File: config.mk
export PLATFORM = sky130hd
export DESIGN_NAME = rev_marker_gen
export DESIGN_NICKNAME = d
export VERILOG_FILES = /design/src/rtl/rcp_pkg.sv /design/src/rtl/rcp_edge_sampler.sv /design/src/rtl/rcp_hold_timer.sv /design/src/rtl/rcp_dir_guard.sv /design/src/rtl/rev_marker_gen.sv
export SDC_FILE = /design/constraint.sdc
export NUM_CORES = 1
export LEC_CHECK = 0
export BUFFER_PORTS_ARGS = -buffer_cell sky130_fd_sc_hd__buf_2
export CAP_MARGIN = 20
export CELL_PAD_IN_SITES_DETAIL_PLACEMENT = 0
export CELL_PAD_IN_SITES_GLOBAL_PLACEMENT = 1
export CORE_MARGIN = 2
export CORE_UTILIZATION = 35
export DETAILED_ROUTE_END_ITERATION = 8
export GPL_ROUTABILITY_DRIVEN = 0
export PLACE_DENSITY = 0.77
export SLEW_MARGIN = 25
export SYNTH_ARGS = -nofsm -noshare
export SYNTH_HDL_FRONTEND = slang
export SYNTH_SLANG_ARGS = --single-unit
File: constraint.sdc
create_clock -name clk -period 1.5 [get_ports clk]
set_input_delay 0.15 -clock clk [delete_from_list [all_inputs] [get_ports clk]]
set_output_delay 0.15 -clock clk [all_outputs]
set_load 0.1 [all_outputs]
File: src/rtl/rcp_pkg.sv
package rcp_pkg;

  // Direction-stability guard states
  typedef enum logic [1:0] {
    GD_SETTLED     = 2'd0,  // no reversal pending
    GD_WAIT_FIRST  = 2'd1,  // reversal seen, no strobe sample yet
    GD_WAIT_SECOND = 2'd2   // one strobe sample held, waiting for a matching one
  } guard_state_e;

  // Integer division rounded up, used to turn a time into a cycle count
  function automatic int ceil_div(input int num, input int den);
    return (num + den - 1) / den;
  endfunction

endpackage

File: src/rtl/rcp_edge_sampler.sv
// Registers the strobe and direction levels once per cycle.
// Produces the strobe rising edge, a qualified carry step and a direction change flag.
module rcp_edge_sampler (
  input  logic clk,
  input  logic rst,
  input  logic strobe_i,
  input  logic dir_i,
  input  logic carry_i,
  output logic rise_o,
  output logic carry_step_o,
  output logic dir_changed_o
);

  logic strobe_q;
  logic dir_q;

  always_ff @(posedge clk) begin
    if (rst) begin
      strobe_q <= 1'b0;
      dir_q    <= dir_i;  // capture the present level so release makes no false change
    end else begin
      strobe_q <= strobe_i;
      dir_q    <= dir_i;
    end
  end

  always_comb begin
    rise_o        = strobe_i & ~strobe_q;
    carry_step_o  = rise_o & carry_i;
    dir_changed_o = dir_i ^ dir_q;
  end

endmodule

File: src/rtl/rcp_hold_timer.sv
// Counts down the minimum high time from the cycle the marker is raised.
module rcp_hold_timer #(
  parameter int HOLD_CYC = 30
) (
  input  logic clk,
  input  logic rst,
  input  logic load_i,
  output logic done_o
);

  localparam int CW = (HOLD_CYC > 1) ? $clog2(HOLD_CYC) : 1;
  localparam logic [CW-1:0] LOAD_VAL = CW'(HOLD_CYC - 1);

  logic [CW-1:0] cnt_q;

  always_ff @(posedge clk) begin
    if (rst) begin
      cnt_q <= '0;
    end else if (load_i) begin
      cnt_q <= LOAD_VAL;
    end else if (cnt_q != '0) begin
      cnt_q <= cnt_q - 1'b1;
    end
  end

  assign done_o = (cnt_q == '0);

endmodule

File: src/rtl/rcp_dir_guard.sv
// Tracks the direction-stability rule that gates the marker clear.
module rcp_dir_guard (
  input  logic clk,
  input  logic rst,
  input  logic restart_i,
  input  logic marker_i,
  input  logic rise_i,
  input  logic dir_i,
  input  logic dir_changed_i,
  output logic settled_o
);

  import rcp_pkg::*;

  guard_state_e state_q;
  logic         ref_dir_q;
  logic         reversal;

  assign reversal = marker_i & dir_changed_i;

  always_ff @(posedge clk) begin
    if (rst || restart_i) begin
      state_q   <= GD_SETTLED;
      ref_dir_q <= 1'b0;
    end else begin
      unique case (state_q)
        GD_SETTLED: begin
          if (reversal) begin
            // a strobe edge in the same cycle already counts as the first sample
            state_q   <= rise_i ? GD_WAIT_SECOND : GD_WAIT_FIRST;
            ref_dir_q <= dir_i;
          end
        end
        GD_WAIT_FIRST: begin
          if (rise_i) begin
            state_q   <= GD_WAIT_SECOND;
            ref_dir_q <= dir_i;
          end
        end
        GD_WAIT_SECOND: begin
          if (rise_i) begin
            if (dir_i == ref_dir_q) begin
              state_q <= GD_SETTLED;
            end else begin
              ref_dir_q <= dir_i;
            end
          end
        end
        default: state_q <= GD_SETTLED;
      endcase
    end
  end

  // a reversal in the present cycle blocks the clear at once
  assign settled_o = (state_q == GD_SETTLED) & ~reversal;

endmodule

File: src/rtl/rev_marker_gen.sv
module rev_marker_gen #(
  parameter int CLK_PERIOD_PS = 10000,
  parameter int MIN_HIGH_PS   = 300000
) (
  input  logic clk,
  input  logic rst,
  input  logic step_strobe_i,
  input  logic step_dir_i,
  input  logic major_carry_i,
  output logic rev_marker_o
);

  localparam int MIN_HIGH_RAW = rcp_pkg::ceil_div(MIN_HIGH_PS, CLK_PERIOD_PS);
  localparam int MIN_HIGH_CYC = (MIN_HIGH_RAW < 1) ? 1 : MIN_HIGH_RAW;

  logic strobe_rise;
  logic carry_step;
  logic dir_changed;
  logic hold_done;
  logic guard_ok;
  logic marker_q;

  rcp_edge_sampler u_sampler (
    .clk           (clk),
    .rst           (rst),
    .strobe_i      (step_strobe_i),
    .dir_i         (step_dir_i),
    .carry_i       (major_carry_i),
    .rise_o        (strobe_rise),
    .carry_step_o  (carry_step),
    .dir_changed_o (dir_changed)
  );

  rcp_hold_timer #(
    .HOLD_CYC (MIN_HIGH_CYC)
  ) u_hold (
    .clk    (clk),
    .rst    (rst),
    .load_i (carry_step),
    .done_o (hold_done)
  );

  rcp_dir_guard u_guard (
    .clk           (clk),
    .rst           (rst),
    .restart_i     (carry_step),
    .marker_i      (marker_q),
    .rise_i        (strobe_rise),
    .dir_i         (step_dir_i),
    .dir_changed_i (dir_changed),
    .settled_o     (guard_ok)
  );

  always_ff @(posedge clk) begin
    if (rst) begin
      marker_q <= 1'b0;
    end else if (carry_step) begin
      marker_q <= 1'b1;
    end else if (marker_q && hold_done && guard_ok) begin
      marker_q <= 1'b0;
    end
  end

  assign rev_marker_o = marker_q;

endmodule

# Word-level counts from Yosys, hierarchy flattened
# Cells that the tools add are included.
# word_totals
regBits	11
input_bits	5
output_inout_bits	1
wordCells	50
# op_classes
addsub	1
eq_ne	8
mux	15
bitwise	7
reduce_logical	12
# op_table
op	count
$mux W2	5
$mux W5	2
$ne A2 B1 Y1 const B	4
$mux W1	6
$pmux W2 S3	1
$logic_not A5 Y1	1
$reduce_and A5 Y1	1
$reduce_bool A5 Y1	1
$sub A5 B1 Y5 const B	1
$and A1 B1 Y1	4
$reduce_and A4 Y1	1
$reduce_bool A2 Y1	2
$pmux W1 S3	1
$reduce_bool A3 Y1	1
$eq A2 B1 Y1 const B	1
$eq A2 B2 Y1 const B	1
$logic_and A1 B1 Y1	2
$logic_not A2 Y1	1
$ne A2 B2 Y1 const B	1
$not A1 Y1	2
$reduce_or A2 Y1	1
$eq A1 B1 Y1	1
$logic_or A1 B1 Y1	1
$xor A1 B1 Y1	1

# Logic depth before layout (Yosys ltp)
# depth
depth_word	7
ltp_mapped	7
mapped_depth_nobuf	6

# Modules after synthesis
# Synthesis repeated with hierarchy kept, for this count alone.
# unflattened
hier_cells	55
hier_area_um2	518.0
# by_module_without_submodules
module	n_inst	cells_per_inst	area_per_inst_um2	seq_area_each_um2
rcp_hold_timer	1	27	242.7	100.1
rcp_dir_guard	1	18	168.9	60.1
rcp_edge_sampler	1	6	70.1	40.0
rev_marker_gen	1	4	36.3	20.0

# Worst setup path before layout
# OpenSTA, ideal clock, no wires.
# synth_timing
path_type	register to register
from	register marker_q (netlist: rev_marker_o)
to	register u_guard.ref_dir_q
setup_time_ns	0.072
arrival_time_ns	1.543
t_required_ns	1.428
path_slack_ns	-0.114
stages_incl_launch_ff	4
path_buffers	0
period_less_slack_ns	1.614
path_cell_list	dfxtp_1 a21boi_0 nor2_1 mux2i_1
# synth_via
elab_chain_cells	3
# synth_lines
item	line_no	source
start: declaration	rev_marker_gen.sv:21	logic marker_q;
start signal: assignment	rev_marker_gen.sv:56	marker_q <= 1'b0;
start signal: assignment	rev_marker_gen.sv:58	marker_q <= 1'b1;
start signal: assignment	rev_marker_gen.sv:60	marker_q <= 1'b0;
$and A1 B1 Y1	rcp_dir_guard.sv:19	assign reversal = marker_i & dir_changed_i;
$ne A2 B1 Y1 (no source line)	--	
$reduce_and A5 Y1 (no source line)	--	
end signal: assignment	rcp_dir_guard.sv:31	ref_dir_q <= dir_i;
end signal: assignment	rcp_dir_guard.sv:37	ref_dir_q <= dir_i;
end signal: assignment	rcp_dir_guard.sv:45	ref_dir_q <= dir_i;
end: declaration	rcp_dir_guard.sv:16	logic ref_dir_q;
# No other way between the ends.
# A chain may end at the register's enable or synchronous reset.

# Final worst setup path
# layout_timing
from	register u_hold.cnt_q[0]
to	register u_hold.cnt_q[2]
# layout_via
elab_chain_cells	3
word_cells_on_any_way	5
classes_between	1 x add/sub; 2 x mux; 2 x reduce/logical
# layout_lines
item	line_no	source
start: declaration	rcp_hold_timer.sv:14	logic [CW-1:0] cnt_q;
start signal: assignment	rcp_hold_timer.sv:22	cnt_q <= cnt_q - 1'b1;
$sub A5 B1 Y5	rcp_hold_timer.sv:22	
$mux W5	rcp_hold_timer.sv:21	end else if (cnt_q != '0) begin
$mux W5	rcp_hold_timer.sv:19	end else if (load_i) begin
# Several ways; a longest one is shown, not always the timed one. The select of a mux whose other input is x is not followed.

==> impl_metrics.csv <==
group,metric,value,unit
placement,dp_hpwl,670,um
timing,slew_viols_final,0,
critical_path,worstSetupPathType,"register to register",
synthesis,synth.net_count,62,
placement,place.port_buffers,5,
synthesis,synth_flop_cell,"dfxtp_1",
detailed_routing,viasPerCell,5.12,
timing,grt_setup_unrepaired,"false",
detailed_routing,detail_route.first_pass.iterations,4,
pwr,swShare,0.341,
synthesis,synth.yosys.warnings,0,
global_routing,gr-total-overflow,0,
timing,relSlewSlack,0.681,
floorplanning,chipHeight,41.5,um
worst_hold_path,holdCritPathClass,"input port to register",
finish,postLayoutCellArea,592,um^2
finish,post_route_cells_drive_above_1_share,0.254,
floorplanning,die_area,1720,um^2
synthesis,synth.top_cells.by_area,"dfxtp_1 45%, nand2_1 5.3%, a21oi_1 5.1%, nor2_1 4.6%, xor2_1 3.6%",
floorplanning,die_w,41.5,um
critical_path,worstReg2RegStart,"u_hold.cnt_q[0]",
critical_path,critPathBufInv,1,
synthesis,synth_largest_type_area_fraction,0.447,
critical_path,critical_path.startpoint_type,"register",
critical_path,critPathMaxFanout,6,
synthesis,yosysUniqueCellTypes,26,
synthesis,synth_edf_count,0,
pwr,clkPwrFrac,0.192,
synthesis,yosysMostFrequentCell,"dfxtp_1",
detailed_routing,ant_nets,0,
detailed_routing,met1_length,416,um
finish,area_added_between_synthesis_and_finish,20.1,%
timing,hold_viol,0,
timing,setup_viol,0,
synthesis,netlist.top_cell.by_area,"dfxtp_1",
detailed_routing,drt_iter0_markers,6,
synthesis,synth_cells,56,
floorplanning,initial_util,0.379,
critical_path,reg2reg_to,"u_hold.cnt_q[2]",
critical_path,reg2reg_slack,0.06,ns
clock_tree,h-tree-depth,1,
finish,antenna_cells,0,
detailed_routing,top_layer_used,"met4",
clock_tree,clkSlewWorstSetupHoldPaths,0.08,ns
critical_path,cp.required,1.65,ns
synthesis,syn_avg_cell_area,8.80,um^2
critical_path,path_cells,"inv_1 -> ha_2 -> or4b_4 -> nand2_1 -> mux2_2 -> a21oi_1",
detailed_routing,total_number_of_vias,420,
clock_tree,cts-buffers-inserted,3,
pwr,static-leakage-power,0.255,nW
synthesis,postSynthRegisterBits,11,
critical_path,worst_path_dominant_cell_family,"simple AND/OR/NAND/NOR gates",
global_routing,wire_length_of_the_first_global_routing_pass,1610,um
placement,dpl_cell_area,559,um^2
outcome,status,"completed",
critical_path,worst_r2r_path_depth,6,
critical_path,critical_path.endpoint_type,"register",
timing,final.setup_skew,0.00487,ns
detailed_routing,drc,0,
detailed_routing,met3_length,25,um
pwr,p_seq_frac,0.368,
synthesis,synth_commonest_cells,"11 x dfxtp_1, 7 x nand2_1, 6 x nor2_1, 5 x a21oi_1, 4 x inv_1",
clock_tree,cts.sinks,11,
critical_path,delay_of_the_slowest_critical_path_stage,0.51,ns
pwr,switching_power,369,uW
worst_hold_path,worst_hold_path_cells,1,
synthesis,yosysSeqAreaShare,0.447,
critical_path,cp_slowest_cell,"or4b_4",
detailed_routing,routed_wire_length_per_instance,11.2,um
detailed_routing,detailed_route_wl,920,um
timing,finalWorstSetupSlack,0.0599,ns
clock_tree,cts-hold-fix-buffers,0,
floorplanning,placeableCoreArea,1300,um^2
finish,post-route-util,0.455,
finish,layout.nets,74,
pwr,power_per_cell_area,1830,nW/um^2
pwr,comb_power_share,0.440,
global_routing,grt_start_max_net_pins,10,
pwr,finalPower,1.08,mW
timing,layout_min_cycle_time,1.44,ns
pwr,peakVddDrop,571,uV
synthesis,synth_area,493,um^2
placement,place_worst_setup_slack,-0.0314,ns
global_routing,grt_util_all_layers,0.126,
critical_path,timing.critical_path.arrival,1.59,ns
run,drv_cap,0,
pwr,internal_power,712,uW
global_routing,initial_antenna_violation_count,0,
timing,max_slew.worst_pin.slew,0.482,ns
clock_tree,cell_chosen_for_the_clock_root,"clkbuf_4",
clock_tree,max-clock-path-buffers,2,
global_routing,first_global_vias,382,
floorplanning,ios,6,
timing,fmax,694,MHz
floorplanning,fp-row-count,13,
timing,fin_crit_sh,0.960,
clock_tree,clk_latency,0.27,ns
clock_tree,tritoncts,"built",
clock_tree,post_cts_buffers,0,
worst_hold_path,hold_path_startpoint,"step_dir_i",
worst_hold_path,whs_endpoint,"u_sampler.dir_q",
synthesis,async_set_or_reset_register_ratio_after_synthesis,0,
detailed_routing,met2RoutedLength,458,um
==> timing repair <==
item                                    CTS  global route
gates resized for setup                   1             1
endpoints found under the setup margin    1             1
pin swaps                                 0             1
==> placed cells by master, fill, tap and decap left out, drive strengths merged <==
| cell | count |
|---|---|
| ha | 1 |
| nor2b | 1 |
| xnor2 | 1 |
| o31ai | 1 |
| a211o | 1 |
| clkbuf | 4 |
| nor4 | 2 |
| o21ai | 1 |
| inv | 4 |
| buf | 9 |
| mux2i | 1 |
| nand2b | 1 |
| o31a | 1 |
| a211oi | 1 |
| nand2 | 7 |
| a21boi | 1 |
| a21oi | 5 |
| dfxtp | 11 |
| xor2 | 2 |
| nor3b | 1 |
| a22oi | 1 |
| or4b | 1 |
| mux2 | 1 |
| a311oi | 1 |
| a31oi | 1 |
| nor2 | 6 |
==> state kept, by name (all words and copies together), names as in the netlist <==
signal,cells
u_sampler.dir_q,1
u_sampler.strobe_q,1
u_guard.state_q,2
rev_marker_o,1
u_hold.cnt_q,5
u_guard.ref_dir_q,1
==> power by group through the flow <==
stage,clock (mW),combinational [mW],sequential [mW]
finish,0.207,0.475,0.398
global route,0.225,0.525,0.408
CTS,0.217,0.473,0.399
detailed placement,0,0.455,0.403
global placement,0,0.447,0.401
floorplan,0,0.290,0.436
==> through the flow <==
stage / setup TNS [ns] / hold slack [ns] / cells
global route: 0 / 0.0322 / 82
finish: 0 / 0.0372 / 82
global placement: -0.0175 / 0.314 / 78
detailed placement: -0.0314 / 0.321 / 78
floorplan: 0 / 0.178 / 56
CTS: 0 / 0.0303 / 82
==> metal layers <==
layer  GRT usage  vias up
met5           0        -
met4       0.116        0
met3      0.0391        2
met2       0.191        6
met1       0.137      197
li1            -      215
==> kinds of logic (layout without fill, tap and decap cells) <==
group | Yosys count | count (layout) | share of synthesized area
AO/OA/AOI/OAI | 14 | 14 | 0.198
XOR/XNOR | 3 | 3 | 0.0533
adder cells (fa/ha/maj) | 1 | 1 | 0.0254
buffers and inverters | 6 | 17 | 0.0482
flip-flops | 11 | 11 | 0.447
multiplexers | 2 | 2 | 0.0431
AND/OR/NAND/NOR | 19 | 19 | 0.185
==> cell type report <==
class / count / area [um^2]
fill: 131 / 709
multi-input combinational: 39 / 255
sequential: 11 / 221
timing repair buffer: 9 / 55.1
clock buffer: 4 / 26.3
tap: 15 / 18.8
inverter: 4 / 15.0
==> how the worst max path moves through the flow <==
| stage | start | end | cells after the start |
|---|---|---|---|
| finish | u_hold.cnt_q[0] | u_hold.cnt_q[2] | 6 |
| global route | u_hold.cnt_q[1] | u_hold.cnt_q[2] | 6 |
| CTS | u_hold.cnt_q[0] | u_hold.cnt_q[2] | 6 |
| detailed placement | u_hold.cnt_q[0] | u_hold.cnt_q[2] | 6 |
| global placement | u_hold.cnt_q[0] | u_hold.cnt_q[2] | 6 |
| floorplan | u_hold.cnt_q[0] | u_hold.cnt_q[2] | 7 |
No activity file was read; power rests on OpenSTA's default activity.
